`src/rtl/lane_spread_pkg.sv`:
```
package lane_spread_pkg;

    // Why the lane pointer moves for the event being offered
    typedef enum logic [1:0] {
        HOP_NONE  = 2'd0,
        HOP_ORDER = 2'd1,
        HOP_MARK  = 2'd2
    } hop_cause_e;

endpackage

```
`src/rtl/lsd_lane_fifo.sv`:
```
module lsd_lane_fifo #(
    parameter int W     = 59,
    parameter int DEPTH = 8
) (
    input  logic                           clk,
    input  logic                           rst_n,
    input  logic                           push,
    input  logic [W-1:0]                   push_data,
    input  logic                           pop,
    output logic [W-1:0]                   head,
    output logic [$clog2(DEPTH+1)-1:0]     count
);
    localparam int PTR_W = (DEPTH > 1) ? $clog2(DEPTH) : 1;
    localparam int CNT_W = $clog2(DEPTH + 1);

    typedef struct packed {
        logic [PTR_W-1:0] wr_ptr;
        logic [PTR_W-1:0] rd_ptr;
        logic [CNT_W-1:0] count;
    } fifo_state_t;

    fifo_state_t st_d, st_q;
    logic [W-1:0] mem [DEPTH];

    function automatic logic [PTR_W-1:0] ptr_inc(input logic [PTR_W-1:0] p);
        return (p == PTR_W'(DEPTH - 1)) ? '0 : p + 1'b1;
    endfunction

    always_comb begin
        st_d = st_q;
        if (push) st_d.wr_ptr = ptr_inc(st_q.wr_ptr);
        if (pop)  st_d.rd_ptr = ptr_inc(st_q.rd_ptr);
        case ({push, pop})
            2'b10:   st_d.count = st_q.count + 1'b1;
            2'b01:   st_d.count = st_q.count - 1'b1;
            default: st_d.count = st_q.count;
        endcase
    end

    always_ff @(posedge clk) begin
        if (!rst_n) st_q <= '0;
        else        st_q <= st_d;
    end

    always_ff @(posedge clk) begin
        if (push) mem[st_q.wr_ptr] <= push_data;
    end

    assign head  = mem[st_q.rd_ptr];
    assign count = st_q.count;

endmodule

```
`src/rtl/lsd_lane_pick.sv`:
```
module lsd_lane_pick
    import lane_spread_pkg::*;
#(
    parameter int NUM_LANES = 4,
    parameter int CT_W      = 32,
    parameter int DEPTH     = 8,
    parameter int HIGH_MARK = 6,
    localparam int LANE_W   = $clog2(NUM_LANES),
    localparam int CNT_W    = $clog2(DEPTH + 1)
) (
    input  logic                                cur_lane,
    input  logic [LANE_W-1:0]                   cur_idx,
    input  logic [NUM_LANES-1:0][CT_W-1:0]      last_ts,
    input  logic [NUM_LANES-1:0][CNT_W-1:0]     occ,
    input  logic [CT_W-1:0]                     ev_coarse,
    input  logic                                spread_en,
    output logic [LANE_W-1:0]                   tgt_lane,
    output hop_cause_e                          cause,
    output logic                                order_err,
    output logic                                tgt_full
);
    logic [LANE_W-1:0] nxt_lane;
    logic              order_hit;
    logic              mark_hit;

    always_comb begin
        nxt_lane  = (cur_idx == LANE_W'(NUM_LANES - 1)) ? '0 : cur_idx + 1'b1;
        order_hit = (ev_coarse <= last_ts[cur_idx]);
        mark_hit  = spread_en && cur_lane && (occ[cur_idx] >= CNT_W'(HIGH_MARK));

        if (order_hit)     cause = HOP_ORDER;
        else if (mark_hit) cause = HOP_MARK;
        else               cause = HOP_NONE;

        tgt_lane  = (cause == HOP_NONE) ? cur_idx : nxt_lane;
        order_err = (cause != HOP_NONE) && (last_ts[nxt_lane] >= ev_coarse);
        tgt_full  = (occ[tgt_lane] == CNT_W'(DEPTH));
    end

endmodule

```
`src/rtl/lsd_fill_gauge.sv`:
```
module lsd_fill_gauge #(
    parameter int NUM_LANES = 4,
    parameter int DEPTH     = 8,
    localparam int CNT_W    = $clog2(DEPTH + 1)
) (
    input  logic [NUM_LANES-1:0][CNT_W-1:0] occ,
    output logic [CNT_W-1:0]                min_free
);
    logic [CNT_W-1:0] peak;

    always_comb begin
        peak = '0;
        for (int i = 0; i < NUM_LANES; i++) begin
            if (occ[i] > peak) peak = occ[i];
        end
        min_free = CNT_W'(DEPTH) - peak;
    end

endmodule

```
`src/rtl/lane_spreader.sv`:
```
module lane_spreader
    import lane_spread_pkg::*;
#(
    parameter int NUM_LANES = 4,
    parameter int DEPTH     = 8,
    parameter int HIGH_MARK = 6,
    parameter int CT_W      = 32,
    parameter int FT_W      = 3,
    parameter int CH_W      = 8,
    parameter int DATA_W    = 16,
    localparam int LANE_W   = $clog2(NUM_LANES),
    localparam int CNT_W    = $clog2(DEPTH + 1),
    localparam int EV_W     = CT_W + FT_W + CH_W + DATA_W
) (
    input  logic                        clk,
    input  logic                        rst_n,
    input  logic                        spread_en,
    input  logic                        ev_valid,
    output logic                        ev_ready,
    input  logic [CT_W-1:0]             ev_coarse,
    input  logic [FT_W-1:0]             ev_fine,
    input  logic [CH_W-1:0]             ev_chan,
    input  logic [DATA_W-1:0]           ev_data,
    output logic [NUM_LANES-1:0]        lane_wr_en,
    output logic [EV_W-1:0]             lane_wr_ev,
    output logic                        seq_err,
    output logic                        stall,
    output logic [CNT_W-1:0]            min_free,
    output logic [CT_W-1:0]             now_coarse,
    output logic [NUM_LANES-1:0]        drain_pop,
    output logic [NUM_LANES*EV_W-1:0]   drain_ev
);
    typedef struct packed {
        logic [LANE_W-1:0]                 cur_lane;
        logic [NUM_LANES-1:0][CT_W-1:0]    last_ts;
        logic [CT_W-1:0]                   now;
        logic                              seq_err;
    } dist_state_t;

    dist_state_t st_d, st_q;

    logic [NUM_LANES-1:0][CNT_W-1:0] occ;
    logic [NUM_LANES-1:0][EV_W-1:0]  head;
    logic [LANE_W-1:0]               tgt_lane;
    hop_cause_e                      cause;
    logic                            order_err;
    logic                            tgt_full;
    logic                            accept;
    logic                            do_write;
    logic [EV_W-1:0]                 ev_packed;

    assign ev_packed = {ev_coarse, ev_fine, ev_chan, ev_data};

    lsd_lane_pick #(
        .NUM_LANES (NUM_LANES),
        .CT_W      (CT_W),
        .DEPTH     (DEPTH),
        .HIGH_MARK (HIGH_MARK)
    ) pick_i (
        .cur_lane  (1'b1),
        .cur_idx   (st_q.cur_lane),
        .last_ts   (st_q.last_ts),
        .occ       (occ),
        .ev_coarse (ev_coarse),
        .spread_en (spread_en),
        .tgt_lane  (tgt_lane),
        .cause     (cause),
        .order_err (order_err),
        .tgt_full  (tgt_full)
    );

    lsd_fill_gauge #(
        .NUM_LANES (NUM_LANES),
        .DEPTH     (DEPTH)
    ) gauge_i (
        .occ      (occ),
        .min_free (min_free)
    );

    // Handshake and steering
    always_comb begin
        ev_ready = order_err || !tgt_full;
        accept   = ev_valid && ev_ready;
        do_write = accept && !order_err;
        stall    = ev_valid && !ev_ready;
        for (int i = 0; i < NUM_LANES; i++) begin
            lane_wr_en[i] = do_write && (tgt_lane == LANE_W'(i));
        end
    end

    // Next-state computation
    always_comb begin
        st_d         = st_q;
        st_d.now     = st_q.now + 1'b1;
        st_d.seq_err = accept && order_err;
        if (accept && (cause != HOP_NONE)) st_d.cur_lane = tgt_lane;
        if (do_write) st_d.last_ts[tgt_lane] = ev_coarse;
    end

    always_ff @(posedge clk) begin
        if (!rst_n) st_q <= '0;
        else        st_q <= st_d;
    end

    // Lanes and their real-time drain model
    for (genvar g = 0; g < NUM_LANES; g++) begin : g_lane
        logic pop_g;
        assign pop_g = (occ[g] != '0) && (st_q.now >= head[g][EV_W-1 -: CT_W]);
        assign drain_pop[g] = pop_g;
        assign drain_ev[g*EV_W +: EV_W] = head[g];

        lsd_lane_fifo #(
            .W     (EV_W),
            .DEPTH (DEPTH)
        ) fifo_i (
            .clk       (clk),
            .rst_n     (rst_n),
            .push      (lane_wr_en[g]),
            .push_data (ev_packed),
            .pop       (pop_g),
            .head      (head[g]),
            .count     (occ[g])
        );
    end

    assign lane_wr_ev = ev_packed;
    assign seq_err    = st_q.seq_err;
    assign now_coarse = st_q.now;

endmodule


```
`config.mk`:
```
export PLATFORM = sky130hd
export DESIGN_NAME = lane_spreader
export DESIGN_NICKNAME = d
export VERILOG_FILES = /design/src/rtl/lane_spread_pkg.sv /design/src/rtl/lsd_lane_fifo.sv /design/src/rtl/lsd_lane_pick.sv /design/src/rtl/lsd_fill_gauge.sv /design/src/rtl/lane_spreader.sv
export SDC_FILE = /design/constraint.sdc
export NUM_CORES = 2
export LEC_CHECK = 0
export BUFFER_PORTS_ARGS = -buffer_cell sky130_fd_sc_hd__buf_2
export CAP_MARGIN = 20
export CELL_PAD_IN_SITES_DETAIL_PLACEMENT = 1
export CELL_PAD_IN_SITES_GLOBAL_PLACEMENT = 2
export CORE_UTILIZATION = 40
export CTS_CLUSTER_DIAMETER = 100
export DETAILED_ROUTE_END_ITERATION = 10
export PLACE_DENSITY = 0.76
export SYNTH_ARGS = -nofsm -noshare
export SYNTH_HDL_FRONTEND = slang
export SYNTH_SLANG_ARGS = --single-unit
export TNS_END_PERCENT = 1
```
`constraint.sdc`:
```
create_clock -name clk -period 34.1 [get_ports clk]
set_clock_uncertainty 0.05 [all_clocks]
set_input_delay 1.705 -clock clk [delete_from_list [all_inputs] [get_ports clk]]
set_output_delay 1.705 -clock clk [all_outputs]
set_load 0.1 [all_outputs]
```
==> out/metrics.yaml <==
floorplanning:
  start_util_pct: 40.3
  io_pins: 405
  dieArea_um2: 219000
  core_um2: 215000
  chipHeight_um: 468
  fp.dieW_um: 468
  num_rows: 170
routing:
  drc: 0
  wl_per_cell_um: 31.5
  via_per_inst: 5.68
  num_vias: 45600
  routed_wl_mm: 252
  drt-initial-drc-count: 4338
  drt.antenna.violating_nets: 0
  firstDrtPassIters: 7
timing:
  rsz0062_at_grt: "false"
  final.setup.tns_ns: 0
  finalHoldViolations: 0
  relSlewSlack_pct: 23.6
  fmax_ghz: 0.118
  fin_crit_sh_pct: 25.0
  fin_crit_ns: 8.51
  slew_violations: 0
  setup_violations: 0
  tightest_slew_ns: 1.11
synth:
  ys_seq_elements: 2103
  synth_ff_type: "edfxtp_1"
  ys_seq_area_share_pct: 70.2
  synth_top_cell_area_share_pct: 65.3
  syn_area_um2: 86800
  yosys-top-cells-count: "edfxtp_1 (1888), mux4_2 (536), mux2i_1 (279)"
  synth_edf_count: 1888
  yosysMostFrequentCell: "edfxtp_1"
  syn-num-nets: 4796
  synthDistinctLibCells: 75
  post_synth_main_area_contributors: "edfxtp_1 (65%), mux4_2 (14%), dfxtp_1 (5.0%)"
  yosys.area.top_type: "edfxtp_1"
  syn_inst: 4497
  yosysWarningCount: 0
  synth.avg_cell_area_um2: 19.3
  synthArstFlopShare_pct: 0
clock_network:
  numCtsBuffers: 213
  cts_tree: "done"
  ctsHoldBuffers: 0
  htree_levels: 4
  cts_buffer_depth: 3
  postCtsResizedCells: 0
  clk_latency_ns: 0.86
  numClockSinks: 2103
  cts_root_buffer: "clkbuf_16"
  path_clk_slew_ns: 0.06
  postCtsSetupBuffers: 0
grt:
  grt_pass1_vias: 47300
  grt_usage_pct: 23.0
  antenna_found_initial: 19
  grt_pass1_wl_mm: 355
  grt_max_degree: 123
  grt_overflow: 0
critical_path:
  worstPathRequired_ns: 32.34
  critical_path_class: "flip-flop to primary output"
  r2r_slack_ns: 26.61
  reg2reg_to: "g_lane[3].fifo_i.mem[5][54]$_DFFE_PP_"
  worst-r2r-cell-count: 18
  startpoint_type: "flip-flop"
  r2r-start: "st_q[161]$_SDFFE_PN0P_"
  crit_path_max_fanout: 41
  critPathCaptureType: "primary output"
  arrival_ns: 6.75
placement:
  io_buffers: 404
  dpl.hpwl_mm: 158
  gp_congestion: 0.811
worst_hold_path:
  holdPathStages: 2
  hold_class: "flip-flop to flip-flop"
  worst_hold_startpoint: "g_lane[2].fifo_i.st_q[6]$_SDFFE_PN0P_"
layout:
  nets: 5293
  area_delta_synth_final_pct: 14.8
  utilization_pct: 46.3
  drive_gt1_share_pct: 30.8
power:
  total_power_mw: 6.94
  p_leak_nw: 33.5
  vdd_drop_max_v: 0.000204
  power_density_nw_per_um2: 69.6
run:
  cap_viol_max_count: 0
run_status:
  status: "complete, no violations"
## metrics by stage
stage / instances / setup slack (ns) / instance area (um^2) / hold slack [ns]
after CTS: 8020 / 25.40 / 99700 / 0.458
after global routing: 8020 / 25.14 / 99700 / 0.490
after floorplan: 4497 / 23.18 / 86800 / 0.404
after detailed placement: 7617 / 26.23 / 92400 / 0.442
final: 8024 / 25.59 / 99700 / 0.451
after global placement: 7613 / 26.18 / 92400 / 0.417
## cell type report
type / count / area, um^2
fill: 20200 / 116000
inverter: 211 / 800
sequential: 2103 / 61000
tap: 2838 / 3550
timing repair buffer: 547 / 3110
clock buffer: 256 / 5680
antenna: 4 / 10.0
multi-input combinational: 1918 / 23900
clock inverter: 147 / 1560
## how the worst max path moves through the flow
| stage | startpoint | end | slack [ns] |
|---|---|---|---|
| 6_report | flip-flop | drain_pop[1] | 25.59 |
| 5_1_grt | st_q[161]$_SDFFE_PN0P_ | lane_wr_en[3] | 25.14 |
| 4_1_cts | st_q[161]$_SDFFE_PN0P_ | lane_wr_en[3] | 25.40 |
| 3_5_place_dp | ev_coarse[3] | lane_wr_en[3] | 26.23 |
| 3_3_place_gp | flip-flop | drain_pop[3] | 26.18 |
| 2_1_floorplan | ev_coarse[1] | g_lane[0].fifo_i.mem[4][0]$_DFFE_PP_ | 23.18 |
## registers in the layout, summed over array words and instances (netlist names), named ones only
| register | cells |
|---|---|
| now_coarse | 32 |
| g_lane.fifo_i.count | 16 |
| g_lane.fifo_i.mem | 1888 |
| g_lane.fifo_i.st_q | 24 |
| st_q | 130 |
| seq_err | 1 |
## power by group
group          switching, mW  internal (mW)
Clock                   1.03           1.37
Sequential            0.0558           2.96
Combinational           1.15          0.370
Total                   2.24           4.69
## cell families (layout without fill, tap and decap cells)
| family | after synthesis | count (layout) | share of synthesized area [%] |
|---|---|---|---|
| DFF | 2103 | 2103 | 70.2 |
| and+or+nand+nor | 462 | 462 | 3.03 |
| xor gates and xnor gates | 40 | 40 | 0.403 |
| buffers and inverters | 476 | 1161 | 2.44 |
| AOI/OAI and AO/OA | 251 | 251 | 1.88 |
| adders and majority gates | 236 | 236 | 3.41 |
| muxes | 929 | 929 | 18.6 |
| other | 0 | 4 | 0 |
## layout by cell type, fill, tap and decap left out, drive strengths merged, types with 23 or more instances in the layout
| cell | netlist | final |
|---|---|---|
| edfxtp | 1888 | 1888 |
| buf | 151 | 547 |
| mux4 | 536 | 536 |
| mux2i | 279 | 279 |
| clkbuf | 114 | 256 |
| ha | 235 | 235 |
| inv | 211 | 223 |
| dfxtp | 215 | 215 |
| nor2b | 156 | 156 |
| mux2 | 114 | 114 |
| clkinv | 0 | 94 |
| nand2 | 85 | 85 |
| a21oi | 69 | 69 |
| a21o | 57 | 57 |
| o21ai | 55 | 55 |
| and2 | 41 | 41 |
| nand4 | 34 | 34 |
| nor2 | 32 | 32 |
| xnor2 | 26 | 26 |
| nand3 | 24 | 24 |
| bufinv | 0 | 23 |
## routing by layer
metal,up-vias,share of wire (%),global-route usage (%)
met5,-,0.0091,0
met3,310,6.2,3.64
met4,4,2.0,5.15
met2,1566,49,38.1
li1,19000,-,-
met1,24700,43,31.8
## critical path, cell delays in order, from the launching register on
cell and delay (ns):
dfxtp_4 0.82, buf_4 0.51, mux4_2 0.39, mux2i_1 0.70, ha_1 0.34, a2111oi_0 0.09
o21a_1 0.15, o221ai_1 0.86, a211oi_1 0.34, o31a_1 0.48, a21oi_1 0.58, buf_2 0.57
No activity file was read; power rests on OpenSTA's default activity.
